==> src/rtl/regwin_pkg.sv <==
package regwin_pkg;

    localparam int ADDR_W     = 8;
    localparam int DATA_W     = 32;
    localparam int WIDX_W     = ADDR_W - 2;
    localparam int KEY_WORDS  = 8;
    localparam int BLK_WORDS  = 4;
    localparam int BLK_SEL_W  = $clog2(BLK_WORDS);
    localparam int KEY_BASE   = 8;
    localparam int DIN_BASE   = KEY_BASE + KEY_WORDS;
    localparam int DOUT_BASE  = DIN_BASE + BLK_WORDS;
    localparam int IV_BASE    = DOUT_BASE + BLK_WORDS;
    localparam int CODE_W     = 4;

    // mode word layout
    localparam int MODE_LO_W  = 20;
    localparam int SMOD_LSB   = 8;
    localparam int KEY_LSB    = 20;
    localparam int PROT_LSB   = 24;
    localparam int PROT_W     = 6;
    localparam logic [3:0] KEY_PASS = 4'hE;
    localparam logic [1:0] SMOD_GUARD = 2'd2;

    // status / control layout
    localparam int ST_DR      = 0;
    localparam int ST_VIOL    = 8;
    localparam int CODE_LSB   = 12;
    localparam int ST_TAG     = 16;
    localparam int CTL_START  = 0;
    localparam int CTL_SWRST  = 8;
    localparam int NSRC       = 3;

    typedef enum logic [1:0] {PH_IDLE, PH_PROC, PH_SUBKEY} phase_e;

    typedef enum logic [3:0] {
        RG_CTRL, RG_MODE, RG_MSET, RG_MCLR, RG_MASK, RG_STAT,
        RG_KEY, RG_DIN, RG_DOUT, RG_IV, RG_NONE
    } reg_e;

    localparam logic [CODE_W-1:0] VC_DIN_PROC    = 4'd0;
    localparam logic [CODE_W-1:0] VC_DOUT_PROC   = 4'd1;
    localparam logic [CODE_W-1:0] VC_MODE_PROC   = 4'd2;
    localparam logic [CODE_W-1:0] VC_DOUT_SUBKEY = 4'd3;
    localparam logic [CODE_W-1:0] VC_MODE_SUBKEY = 4'd4;
    localparam logic [CODE_W-1:0] VC_WO_READ     = 4'd5;

    typedef struct packed {
        logic              hit;
        logic [CODE_W-1:0] code;
    } viol_t;

    function automatic reg_e decode(input logic [ADDR_W-1:0] a);
        int wi;
        wi = int'(a[ADDR_W-1:2]);
        if (a[1:0] != 2'b00)                             return RG_NONE;
        if (wi == 0)                                     return RG_CTRL;
        if (wi == 1)                                     return RG_MODE;
        if (wi == 4)                                     return RG_MSET;
        if (wi == 5)                                     return RG_MCLR;
        if (wi == 6)                                     return RG_MASK;
        if (wi == 7)                                     return RG_STAT;
        if (wi >= KEY_BASE  && wi < DIN_BASE)            return RG_KEY;
        if (wi >= DIN_BASE  && wi < DOUT_BASE)           return RG_DIN;
        if (wi >= DOUT_BASE && wi < IV_BASE)             return RG_DOUT;
        if (wi >= IV_BASE   && wi < IV_BASE + BLK_WORDS) return RG_IV;
        return RG_NONE;
    endfunction

    function automatic logic write_only(input reg_e r);
        return (r == RG_CTRL) || (r == RG_MSET) || (r == RG_MCLR) ||
               (r == RG_KEY)  || (r == RG_DIN)  || (r == RG_IV);
    endfunction

    // bit position of interrupt source i: data-ready, violation, tag-ready
    function automatic int src_pos(input int i);
        return i * 8;
    endfunction

endpackage

==> src/rtl/regwin_phase.sv <==
module regwin_phase
    import regwin_pkg::*;
(
    input  logic   clk,
    input  logic   rst,
    input  logic   go_proc,
    input  logic   go_subkey,
    input  logic   go_end,
    output phase_e phase
);
    always_ff @(posedge clk) begin
        if (rst)            phase <= PH_IDLE;
        else if (go_end)    phase <= PH_IDLE;
        else if (go_subkey) phase <= PH_SUBKEY;
        else if (go_proc)   phase <= PH_PROC;
    end
endmodule

==> src/rtl/regwin_classify.sv <==
module regwin_classify
    import regwin_pkg::*;
(
    input  logic       valid,
    input  logic       write,
    input  reg_e       target,
    input  phase_e     phase,
    input  logic [1:0] smod,
    output viol_t      viol
);
    always_comb begin
        viol = '{hit: 1'b0, code: '0};
        if (valid && write) begin
            if (target == RG_DIN && phase == PH_PROC && smod == SMOD_GUARD)
                viol = '{hit: 1'b1, code: VC_DIN_PROC};
            else if (target == RG_MODE && phase == PH_PROC)
                viol = '{hit: 1'b1, code: VC_MODE_PROC};
            else if (target == RG_MODE && phase == PH_SUBKEY)
                viol = '{hit: 1'b1, code: VC_MODE_SUBKEY};
        end else if (valid) begin
            if (target == RG_DOUT && phase == PH_PROC)
                viol = '{hit: 1'b1, code: VC_DOUT_PROC};
            else if (target == RG_DOUT && phase == PH_SUBKEY)
                viol = '{hit: 1'b1, code: VC_DOUT_SUBKEY};
            else if (write_only(target))
                viol = '{hit: 1'b1, code: VC_WO_READ};
        end
    end
endmodule

==> src/rtl/regwin_irq.sv <==
module regwin_irq #(
    parameter int N = 3
) (
    input  logic         clk,
    input  logic         rst,
    input  logic         set_we,
    input  logic         clr_we,
    input  logic [N-1:0] sel_bits,
    input  logic [N-1:0] src,
    output logic [N-1:0] mask,
    output logic         irq
);
    for (genvar i = 0; i < N; i++) begin : g_mask
        always_ff @(posedge clk) begin
            if (rst)                          mask[i] <= 1'b0;
            else if (clr_we && sel_bits[i])   mask[i] <= 1'b0;
            else if (set_we && sel_bits[i])   mask[i] <= 1'b1;
        end
    end

    assign irq = |(mask & src);
endmodule

==> src/rtl/regwin_guard.sv <==
module regwin_guard
    import regwin_pkg::*;
(
    input  logic                          clk,
    input  logic                          rst,
    input  logic                          acc_valid,
    input  logic                          acc_write,
    input  logic [ADDR_W-1:0]             acc_addr,
    input  logic [DATA_W-1:0]             acc_wdata,
    output logic [DATA_W-1:0]             acc_rdata,
    input  logic [BLK_WORDS*DATA_W-1:0]   eng_odata,
    input  logic                          ph_proc,
    input  logic                          ph_subkey,
    input  logic                          ph_end,
    input  logic                          eng_data_ready,
    input  logic                          eng_tag_ready,
    output logic                          ewr_en,
    output logic [WIDX_W-1:0]             ewr_idx,
    output logic [DATA_W-1:0]             ewr_data,
    output logic                          viol_flag,
    output logic [CODE_W-1:0]             viol_code,
    output logic [PROT_W-1:0]             prot_bits,
    output logic                          irq
);
    phase_e               phase;
    reg_e                 target;
    viol_t                viol;
    logic                 legal_wr, legal_rd;
    logic [MODE_LO_W-1:0] mode_lo;
    logic                 st_dr, st_tag;
    logic [NSRC-1:0]      mask, sel_bits, src;
    logic                 ctl_wr, do_swrst, do_start, dout_rd;
    logic [BLK_SEL_W-1:0] dout_sel;
    logic [DATA_W-1:0]    mode_word, stat_word, mask_word;

    assign target = decode(acc_addr);

    regwin_phase u_phase (
        .clk(clk), .rst(rst), .go_proc(ph_proc), .go_subkey(ph_subkey),
        .go_end(ph_end), .phase(phase)
    );

    regwin_classify u_cls (
        .valid(acc_valid), .write(acc_write), .target(target), .phase(phase),
        .smod(mode_lo[SMOD_LSB +: 2]), .viol(viol)
    );

    assign legal_wr = acc_valid &&  acc_write && !viol.hit;
    assign legal_rd = acc_valid && !acc_write && !viol.hit;
    assign ctl_wr   = legal_wr && target == RG_CTRL;
    assign do_swrst = ctl_wr && acc_wdata[CTL_SWRST];
    assign do_start = ctl_wr && acc_wdata[CTL_START];
    assign dout_rd  = legal_rd && target == RG_DOUT;
    assign dout_sel = BLK_SEL_W'(int'(acc_addr[ADDR_W-1:2]) - DOUT_BASE);

    // forward of engine-side write-only words
    assign ewr_en   = legal_wr && (target == RG_KEY || target == RG_DIN || target == RG_IV);
    assign ewr_idx  = acc_addr[ADDR_W-1:2];
    assign ewr_data = acc_wdata;

    // violation log: first cause kept until soft reset
    always_ff @(posedge clk) begin
        if (rst || do_swrst) begin
            viol_flag <= 1'b0;
            viol_code <= '0;
        end else if (viol.hit && !viol_flag) begin
            viol_flag <= 1'b1;
            viol_code <= viol.code;
        end
    end

    // mode word with key-guarded protection group
    always_ff @(posedge clk) begin
        if (rst) begin
            mode_lo   <= '0;
            prot_bits <= '0;
        end else if (legal_wr && target == RG_MODE) begin
            mode_lo <= acc_wdata[MODE_LO_W-1:0];
            if (acc_wdata[KEY_LSB +: 4] == KEY_PASS)
                prot_bits <= acc_wdata[PROT_LSB +: PROT_W];
        end
    end

    // event status: set beats clear in the same cycle
    always_ff @(posedge clk) begin
        if (rst) begin
            st_dr  <= 1'b0;
            st_tag <= 1'b0;
        end else begin
            if (eng_data_ready)                        st_dr <= 1'b1;
            else if (do_start || do_swrst || dout_rd)  st_dr <= 1'b0;
            if (eng_tag_ready)                         st_tag <= 1'b1;
            else if (do_swrst)                         st_tag <= 1'b0;
        end
    end

    assign src = {st_tag, viol_flag, st_dr};
    for (genvar i = 0; i < NSRC; i++) begin : g_sel
        assign sel_bits[i] = acc_wdata[src_pos(i)];
    end

    regwin_irq #(.N(NSRC)) u_irq (
        .clk(clk), .rst(rst),
        .set_we(legal_wr && target == RG_MSET),
        .clr_we(legal_wr && target == RG_MCLR),
        .sel_bits(sel_bits), .src(src), .mask(mask), .irq(irq)
    );

    always_comb begin
        mode_word = '0;
        mode_word[MODE_LO_W-1:0]      = mode_lo;
        mode_word[PROT_LSB +: PROT_W] = prot_bits;
        stat_word = '0;
        stat_word[ST_DR]              = st_dr;
        stat_word[ST_VIOL]            = viol_flag;
        stat_word[CODE_LSB +: CODE_W] = viol_code;
        stat_word[ST_TAG]             = st_tag;
        mask_word = '0;
        for (int i = 0; i < NSRC; i++) mask_word[src_pos(i)] = mask[i];
    end

    always_comb begin
        acc_rdata = '0;
        if (legal_rd) begin
            case (target)
                RG_MODE: acc_rdata = mode_word;
                RG_MASK: acc_rdata = mask_word;
                RG_STAT: acc_rdata = stat_word;
                RG_DOUT: acc_rdata = eng_odata[int'(dout_sel)*DATA_W +: DATA_W];
                default: acc_rdata = '0;
            endcase
        end
    end
endmodule

==> config.mk <==
export PLATFORM = sky130hd
export DESIGN_NAME = regwin_guard
export DESIGN_NICKNAME = d
export VERILOG_FILES = /design/src/rtl/regwin_pkg.sv /design/src/rtl/regwin_phase.sv /design/src/rtl/regwin_classify.sv /design/src/rtl/regwin_irq.sv /design/src/rtl/regwin_guard.sv
export SDC_FILE = /design/constraint.sdc
export NUM_CORES = 1
export LEC_CHECK = 0
export BUFFER_PORTS_ARGS = -buffer_cell sky130_fd_sc_hd__buf_2
export CAP_MARGIN = 20
export CORE_AREA = 2 2 101 103
export CTS_CLUSTER_SIZE = 20
export DETAILED_ROUTE_END_ITERATION = 12
export DIE_AREA = 0 0 103 105
export PLACE_DENSITY = 0.78
export SLEW_MARGIN = 20
export SYNTH_ARGS = -nofsm -noshare
export SYNTH_HDL_FRONTEND = slang
export SYNTH_SLANG_ARGS = --single-unit
export TNS_END_PERCENT = 30
==> constraint.sdc <==
create_clock -name clk -period 4.25 [get_ports clk]
set_input_delay 0.2125 -clock clk [delete_from_list [all_inputs] [get_ports clk]]
set_output_delay 0.2125 -clock clk [all_outputs]
set_load 0.05 [all_outputs]
# Word level (Yosys, flattened, before mapping)
# Index checks and enable logic that the tools add are counted.
[classes]
add_sub_neg = 1
multipliers = 0
n_div = 0
order_cmp = 8
n_eq_ne = 18
shift = 1
muxes = 122
bitwise_logic = 1
n_reduce_logical = 55
[ops]
columns = ["cell", "count"]
rows = [
  ["4-bit 2-to-1 mux", 40],
  ["32-bit one-hot mux with 4 select lines", 1],
  ["128-bit by 8-bit variable part select with 32-bit output", 1],
  ["1-bit 2-to-1 mux", 70],
  ["5-bit 2-to-1 mux", 8],
  ["32-bit 2-to-1 mux", 1],
  ["1-bit logical AND", 29],
  ["6-bit by 4-bit == test with 1-bit output (second input constant)", 4],
  ["6-bit by 5-bit less-than comparator with 1-bit output (second input constant)", 4],
  ["6-bit by 5-bit >= comparator with 1-bit output (second input constant)", 3],
  ["4-bit by 3-bit == test with 1-bit output (second input constant)", 4],
  ["4-bit == test (second input constant)", 3],
  ["1-bit logical OR", 10],
  ["4-bit by 2-bit == test with 1-bit output (second input constant)", 2],
  ["2-bit nonzero test", 4],
  ["2-bit OR reduction", 4],
  ["6-bit by 2-bit == test with 1-bit output (second input constant)", 1],
  ["6-bit by 4-bit >= comparator with 1-bit output (second input constant)", 1],
  ["6-bit zero test", 1],
  ["3-bit OR reduction", 2],
  ["2-bit == test (second input constant)", 2],
  ["4-bit by 1-bit == test with 1-bit output (second input constant)", 1],
  ["4-bit zero test", 1],
  ["2-bit 2-to-1 mux", 2],
  ["other kinds (5)", 7],
]
[word_totals]
register_bits = 38
latch_bits = 0
mem_bits_rw = 0
rom_bits = 0
inputBits = 177
output_inout_bits = 83
word_cells = 217
mem_count = 0

# Longest topological paths before layout
# Gate-level depths: netlist of run 1.
[logic_depth]
depth_word = 87
depth_mapped = 9
depth_no_buf = 5

# Hierarchy
# From an unflattened synthesis of run 1, not the netlist that was laid out.
[hier_totals]
cells_unflattened = 440
area_unflattened_um2 = 3772.4
[modules_own_cells]
columns = ["module", "instances", "cells_per_inst", "area_each_um2", "seq_area_each_um2"]
rows = [
  ["regwin_guard", 1, 395, 3405.8, 660.6],
  ["regwin_classify", 1, 27, 181.4, 0.0],
  ["regwin_irq", 1, 11, 111.4, 60.1],
  ["regwin_phase", 1, 7, 73.8, 40.0],
]

# Worst setup path before layout of run 1
# No wires, ideal clock.
[synth_timing]
kind = "input to output"
start = "in acc_addr[7]"
end = "out acc_rdata[12]"
t_arrival_ps = 2541
required_ps = 4038
setup_slack_ps = 1497
stages = 6
n_path_buf = 2
cell_sequence = "or4_4 -> buf_6 -> nor4_2 -> clkbuf_1 -> nand2_1 -> a21oi_1"
[synth_via]
elab_chain_cells = 54
word_cells_on_any_way = 155
classes_between = "order compare: 8; eq/ne: 14; mux: 114; reduce/logical: 19"
[synth_rtl]
columns = ["item", "line", "text"]
rows = [
  ["from (decl)", "regwin_guard.sv:8", "input logic [ADDR_W-1:0] acc_addr,"],
  ["6-bit zero test", "regwin_pkg.sv:56", "if (wi == 0) return RG_CTRL;"],
  ["4-bit 2-to-1 mux", "regwin_pkg.sv:56", ""],
  ["4-bit 2-to-1 mux", "regwin_pkg.sv:57", "if (wi == 1) return RG_MODE;"],
  ["4-bit 2-to-1 mux", "regwin_pkg.sv:58", "if (wi == 4) return RG_MSET;"],
  ["4-bit 2-to-1 mux (3 in a row)", "-", ""],
  ["4-bit 2-to-1 mux", "regwin_pkg.sv:59", "if (wi == 5) return RG_MCLR;"],
  ["4-bit 2-to-1 mux (4 in a row)", "-", ""],
  ["4-bit 2-to-1 mux (2 in a row)", "regwin_pkg.sv:60", "if (wi == 6) return RG_MASK;"],
  ["[... 32 more ...]", "-", ""],
  ["5-bit 2-to-1 mux", "regwin_classify.sv:25", "else if (write_only(target))"],
  ["5-bit 2-to-1 mux", "regwin_classify.sv:23", "else if (target == RG_DOUT && phase == PH_SUBKEY)"],
  ["5-bit 2-to-1 mux", "regwin_classify.sv:21", "if (target == RG_DOUT && phase == PH_PROC)"],
  ["5-bit 2-to-1 mux", "regwin_classify.sv:20", "end else if (valid) begin"],
  ["5-bit 2-to-1 mux", "regwin_classify.sv:13", "if (valid && write) begin"],
  ["1-bit zero test", "regwin_guard.sv:49", "assign legal_rd = acc_valid && !acc_write && !viol.hit;"],
  ["1-bit logical AND", "regwin_guard.sv:49", ""],
  ["32-bit 2-to-1 mux (*)", "regwin_guard.sv:124", "if (legal_rd) begin"],
  ["to (decl)", "regwin_guard.sv:10", "output logic [DATA_W-1:0] acc_rdata,"],
]
# Mark *: on every way between the ends. The rest lies on a longest branch, timed or not. The select of a mux whose other input is x is not followed.

# Final worst setup path of run 1
[layout_timing]
start = "in acc_addr[3]"
end = "out acc_rdata[14]"
[layout_via]
elab_chain_cells = 54
word_cells_on_any_way = 157
classes_between = "add/sub: 1; order compare: 8; eq/ne: 14; shift: 1; mux: 114; reduce/logical: 19"
[layout_rtl]
columns = ["item", "line"]
rows = [
  ["6-bit zero test", "regwin_pkg.sv:56"],
  ["4-bit 2-to-1 mux", "regwin_pkg.sv:56"],
  ["4-bit 2-to-1 mux", "regwin_pkg.sv:57"],
  ["4-bit 2-to-1 mux", "regwin_pkg.sv:58"],
  ["4-bit 2-to-1 mux (3 in a row)", "-"],
  ["4-bit 2-to-1 mux", "regwin_pkg.sv:59"],
  ["4-bit 2-to-1 mux (4 in a row)", "-"],
  ["4-bit 2-to-1 mux (2 in a row)", "regwin_pkg.sv:60"],
  ["[... 32 more ...]", "-"],
  ["5-bit 2-to-1 mux", "regwin_classify.sv:25"],
  ["5-bit 2-to-1 mux", "regwin_classify.sv:23"],
  ["5-bit 2-to-1 mux", "regwin_classify.sv:21"],
  ["5-bit 2-to-1 mux", "regwin_classify.sv:20"],
  ["5-bit 2-to-1 mux", "regwin_classify.sv:13"],
  ["1-bit zero test", "regwin_guard.sv:49"],
  ["1-bit logical AND", "regwin_guard.sv:49"],
  ["32-bit 2-to-1 mux (*)", "regwin_guard.sv:124"],
]
# Marked as above.

==> results of run 1 <==
==> stage by stage <==
stage / area (sq um) / setup WS (ps)
floorplan: 3233 / 1497
global placement: 4280 / 1544
detailed placement: 4280 / 1472
CTS: 4367 / 1464
global route: 4372 / 1244
finish: 4374 / 1456
==> sequential cells by signal, summed over array words and instances, names as in the netlist <==
register       count
u_phase.phase      2
u_irq.mask         3
st_tag             1
st_dr              1
mode_lo           20
viol_flag          1
viol_code          3
prot_bits          6
==> cell type report <==
cell class,instances,area (sq um),share of cell area
Tap cell,133,166.4,0.03804
Antenna cell,3,7.507,0.001716
Clock buffer,7,86.33,0.01974
Sequential cell,37,740.7,0.1693
Multi-Input combinational cell,236,2049,0.4685
Inverter,4,15.01,0.003432
Timing Repair Buffer,259,1309,0.2992
==> final timing paths <==
path,start,end,slack (ps),cells past startpoint
worst min-delay path,ph_end,u_phase.phase[1],110,2
worst max-delay path,acc_addr[3],acc_rdata[14],1460,7
worst min register to register,viol_code[2],viol_code[2],500,2
worst max register to register,u_phase.phase[0],prot_bits[4],2190,5
==> per-layer routing <==
metal  GRT usage  share of wire  up-vias
met5           0              0        -
met1      0.2748           0.39     1743
met4     0.08083          0.025        0
li1            -              -     1643
met2      0.3896           0.52      180
met3     0.04482          0.069       20
==> synthesized netlist by cell type, types with 5 or more instances <==
| master | n |
|---|---|
| buf_4 | 39 |
| nor2b_1 | 9 |
| nor2_1 | 52 |
| mux4_2 | 32 |
| a22oi_1 | 23 |
| clkbuf_1 | 17 |
| mux2i_1 | 32 |
| nor3_1 | 5 |
| a21oi_1 | 10 |
| o21ai_0 | 5 |
| nand2b_1 | 7 |
| nand2_1 | 20 |
| dfxtp_1 | 37 |
==> cell usage in the layout, fill, tap and decap left out, types with 2 or more instances in the layout <==
cell / instances
buf_2: 254
nor2_1: 51
dfxtp_1: 37
mux4_2: 32
mux2i_1: 32
a22oi_1: 23
nand2_1: 20
a21oi_1: 10
nor2b_1: 9
nand2b_1: 7
clkbuf_8: 6
nor3_1: 5
o21ai_0: 5
buf_4: 5
inv_1: 4
or3_1: 4
a222oi_1: 4
diode_2: 3
nor4_1: 3
nand4_1: 2
nor4_4: 2
nor3b_1: 2
a31oi_1: 2
nand4b_1: 2
==> power by group <==
part	leakage (nW)	switching, mW	internal, mW
Sequential	0.299	0.00300	0.349
Combinational	1.79	0.164	0.130
Clock	0.0443	0.125	0.129
Total	2.13	0.292	0.608
==> cell families (layout without fill, tap and decap cells) <==
kind of cell | count (synthesis) | after routing | share of synthesized area
simple gates | 113 | 113 | 0.1734
compound gates | 57 | 57 | 0.1312
flops | 37 | 37 | 0.2291
mux | 64 | 64 | 0.3220
buf+inv | 69 | 270 | 0.1405
other cells | 1 | 4 | 0.001160
xor+xnor | 1 | 1 | 0.002709
==> reports/metrics.cfg, run 1 <==
[placed_design]
place.gp.congestion = 0.9200
dpl.hpwl_mm = 10.12
io_buffers = 254
post-place-cells = 669

[power]
p_leak_nw = 2.130
vdd_ir_drop_max_v = 0.0001160
power.total_mw = 0.8999
power.density_mw_per_mm2 = 205.7

[sta]
hold_violations = 0
finalCritPeriodShare = 0.6574
skew_ps = 18.08
setup_tns_ps = 0
setup_viol = 0
period_needed_ps = 2794
whs_ps = 114.0
final_max_slew_viol_count = 0
timing.fmax_mhz = 357.9
tightest_slew_ps = 913.1
slew_headroom = 0.3913
grt_setup_unrepaired = false

[global_route]
grt_pass1_wl_mm = 18.77
grtUsageTotal = 0.2261
antenna_found_initial = 3
grt_pass1_vias = 3563
grt_max_degree = 38
grt-ovfl-total = 0

[cts]
clkTransAtPathRegs_ps = 60
cts_tree = yes
cts_resized = 0
cts_buffers = 5
clk_latency_ps = 290
postCtsSetupBuffers = 0
cts_buffer_depth = 2
ctsHoldBuffers = 0
root_buffer = clkbuf_8
cts_htree_levels = 2
cts.sinks = 37

[critical_path]
cp_slowest_cell = nor4_4
max_stage_delay_ps = 590
worstPathMaxFanout = 37
path_class = in -> out
cp_top_family = simple AND/OR/NAND/NOR gates
arrival_ps = 2580
cp_common_cell = buf_2
start_kind = input port
cp.required_ps = 4040
critPathCaptureType = output port
cp_cell_sequence = buf_2 > or2_2 > nor4_4 > buf_4 > nand2_1 > a21oi_1 > buf_2
path_buf_inv = 3

[floorplan]
ios = 260
die-area_sq_mm = 0.01082
core_sq_mm = 0.009639
fp.dieH_microns = 105
initial_core_util = 0.3354
rows = 36
die_w_microns = 103

[routing]
ant_nets = 0
route.detailed.wl_per_inst_microns = 18.52
vias = 3586
drc = 0
via_per_inst = 5.281
routed_wl_mm = 12.58
first_pass_iters = 4
initialDrtViolationCount = 187

[synth]
async_reset_ff_frac = 0
ys_ff_latch = 37
yosysWarnings = 0
synthFlopType = dfxtp_1
avgSynthCellArea_sq_um = 9.454
netlist.area_leader.share = 0.2291
syn-instance-count = 342
synth_nets = 519
synth_area_leaders = dfxtp_1 (23%), mux4_2 (22%), mux2i_1 (9.9%), buf_4 (9.1%), nor2_1 (6.0%)
ys_seq_area_frac = 0.2291
yosysTopAreaCell = dfxtp_1
synth-edff-count = 0
synthDistinctLibCells = 47
synthesis.area_sq_mm = 0.003233

[job]
cap_violations = 0

[final_layout]
area_growth_pct = 35.29
fill_cells = 987
final_core_util = 0.4538
drive_gt1_frac = 0.5635
final_nets = 720
final_cells = 679

[min_path]
hold_path.class = in -> reg

[status]
status = complete, no violations

Note: power is estimated with default switching activity, not from simulation.
==> run 2: changes to the inputs <==
--- a/config.mk
+++ b/config.mk
@@ -7,11 +7,11 @@
 export LEC_CHECK = 0
 export BUFFER_PORTS_ARGS = -buffer_cell sky130_fd_sc_hd__buf_2
 export CAP_MARGIN = 20
-export CORE_AREA = 2 2 101 103
+export CORE_AREA = 2 2 102 104
 export CTS_CLUSTER_SIZE = 20
 export DETAILED_ROUTE_END_ITERATION = 12
-export DIE_AREA = 0 0 103 105
-export PLACE_DENSITY = 0.78
+export DIE_AREA = 0 0 104 106
+export PLACE_DENSITY = 0.77
 export SLEW_MARGIN = 20
 export SYNTH_ARGS = -nofsm -noshare
 export SYNTH_HDL_FRONTEND = slang
==> constraint.sdc (replaced) <==
create_clock -name clk -period 2.6 [get_ports clk]
set_input_delay 0.13 -clock clk [delete_from_list [all_inputs] [get_ports clk]]
set_output_delay 0.13 -clock clk [all_outputs]
set_load 0.05 [all_outputs]
==> run 2 against run 1 <==
Compared with the run above: via count shrank 1.8%; sequential share of layout area shrank 0.19 points; register-to-register slack lost 1600 ps; final cell count grew 0.74%; clock power grew 61%; sequential power grew 63%; critical path type is now reg -> out; largest cell class unchanged; largest power group unchanged.
==> reports/metrics.cfg, run 2 (same netlist as run 1, synthesis figures left out) <==
[status]
status = complete, no violations

[global_route]
grt_pass1_wl_mm = 18.29  ; -2.6%
grt-ovfl-total = 0  ; unchanged
grtUsageTotal = 0.2107  ; -0.01543
antenna_found_initial = 2  ; -1
grt_pass1_vias = 3649  ; +2.4%
grt_max_degree = 36  ; -5.3%

[routing]
route.detailed.wl_per_inst_microns = 17.64  ; -4.8%
drc = 0  ; unchanged
via_per_inst = 5.146  ; -2.6%
vias = 3520  ; -1.8%
first_pass_iters = 5  ; +1
ant_nets = 0  ; unchanged
initialDrtViolationCount = 181  ; -3.2%
routed_wl_mm = 12.06  ; -4.1%

[placed_design]
dpl.hpwl_mm = 9.836  ; -2.8%
post-place-cells = 675  ; +0.90%
place.gp.congestion = 0.8377  ; -8.9%
pre_cts_slack_ps = 284.5  ; -1187 ps
io_buffers = 254  ; unchanged

[critical_path]
path_class = reg -> out
worstPathMaxFanout = 23  ; -38%
cp.required_ps = 2470  ; -1570 ps
start_kind = register
arrival_ps = 2190  ; -390 ps
critPathCaptureType = output port

[sta]
timing.fmax_mhz = 430.5
period_needed_ps = 2323
grt_setup_unrepaired = false
skew_ps = 4.762  ; -13.32 ps
setup_tns_ps = 0  ; unchanged
setup_viol = 0  ; unchanged
slew_headroom = 0.4985  ; +0.1072
tightest_slew_ps = 745.4  ; -167.7 ps
final_max_slew_viol_count = 0  ; unchanged
setup_slack_ps = 277.3  ; -1179 ps
hold_violations = 0  ; unchanged
finalCritPeriodShare = 0.8934

[final_layout]
largest_register_ffs = 20  ; unchanged
regMostFlops = mode_lo
register_area_sq_um = 740.7  ; unchanged
top_regs = mode_lo: 20 flops, prot_bits: 6 flops
drive_gt1_frac = 0.5659  ; +0.002398
final_core_util = 0.4423  ; -0.01147
fill_cells = 1030  ; +4.4%
final_cell_mix = buf_2 (254), nor2_1 (51), dfxtp_1 (37), mux4_2 (32), mux2i_1 (32)
mostFrequentLayoutCell = buf_2
final_nets = 723  ; +0.42%
final_cells = 684  ; +0.74%
area_growth_pct = 36.80
multi_input_area_sq_mm = 0.002049  ; unchanged

[cts]
cts_buffer_depth = 2  ; unchanged
clk_latency_ps = 280  ; about the same
postCtsSetupBuffers = 0  ; unchanged
cts_tree = yes
cts_resized = 0  ; unchanged
cts_buffers = 5  ; unchanged
ctsHoldBuffers = 0  ; unchanged
cts.sinks = 37  ; unchanged
root_buffer = clkbuf_8
cts_htree_levels = 2  ; unchanged
clkTransAtPathRegs_ps = 70  ; about the same

[power]
power.density_mw_per_mm2 = 331.3  ; +61%
p_leak_nw = 2.156  ; +1.3%
vdd_ir_drop_max_v = 0.0002058  ; +77%
power.total_mw = 1.465  ; +63%

[job]
cap_violations = 0  ; unchanged

[floorplan]
die_w_microns = 104  ; +0.97%
die-area_sq_mm = 0.01102  ; +1.9%
rows = 37  ; +2.8%
ios = 260  ; unchanged
core_sq_mm = 0.01000  ; +3.7%
fp.dieH_microns = 106  ; +0.95%
initial_core_util = 0.3233  ; -0.01209

[min_path]
hold_path.class = in -> reg

-- run 2: worst paths after layout --
| check | cells past startpoint | slack (ps) | end | from |
|---|---|---|---|---|
| min | 2 | 30 | u_phase.phase[0] | ph_end |
| max | 6 | 280 | acc_rdata[12] | u_phase.phase[0] |
| min reg2reg | 2 | 490 | viol_code[2] | viol_code[2] |
| max reg2reg | 6 | 590 | mode_lo[18] | u_phase.phase[0] |
-- run 2: critical path: stages, from the launching register on --
cell and delay (ps):
dfxtp_1 350, xnor2_1 380, or3_1 220, nand4_1 260, buf_12 270, a21oi_1 140
buf_2 290
-- run 2: metrics by stage --
step / area [sq um] / hold slack, ps
finish: 4423 / 25.30
global route: 4420 / 8.795
global placement: 4332 / 260.4
detailed placement: 4332 / 260.4
floorplan: 3233 / 206.4
CTS: 4418 / 20.27
-- run 2: area by class of cell --
class	instances	share of cell area
diodes	2	0.001132
clock buffers	7	0.01952
inverters	4	0.003395
multi-input cells	236	0.4634
flip-flops and latches	37	0.1675
well taps	136	0.03847
repair buffers	262	0.3066
-- run 2: power breakdown --
part,internal (mW),total [mW],switching [mW]
combinational,0.216,0.481,0.265
sequential,0.571,0.575,0.00478
clock,0.211,0.409,0.198
total,0.997,1.47,0.468
-- run 2: layer usage --
| layer | part of all wire | vias up | global-route usage | routed length, microns |
|---|---|---|---|---|
| met3 | 0.068 | 18 | 0.04476 | 818 |
| met5 | 0 | - | 0 | 0 |
| met2 | 0.52 | 175 | 0.3938 | 6293 |
| met4 | 0.019 | 0 | 0.06853 | 234 |
| met1 | 0.39 | 1676 | 0.2384 | 4717 |
| li1 | - | 1651 | - | - |
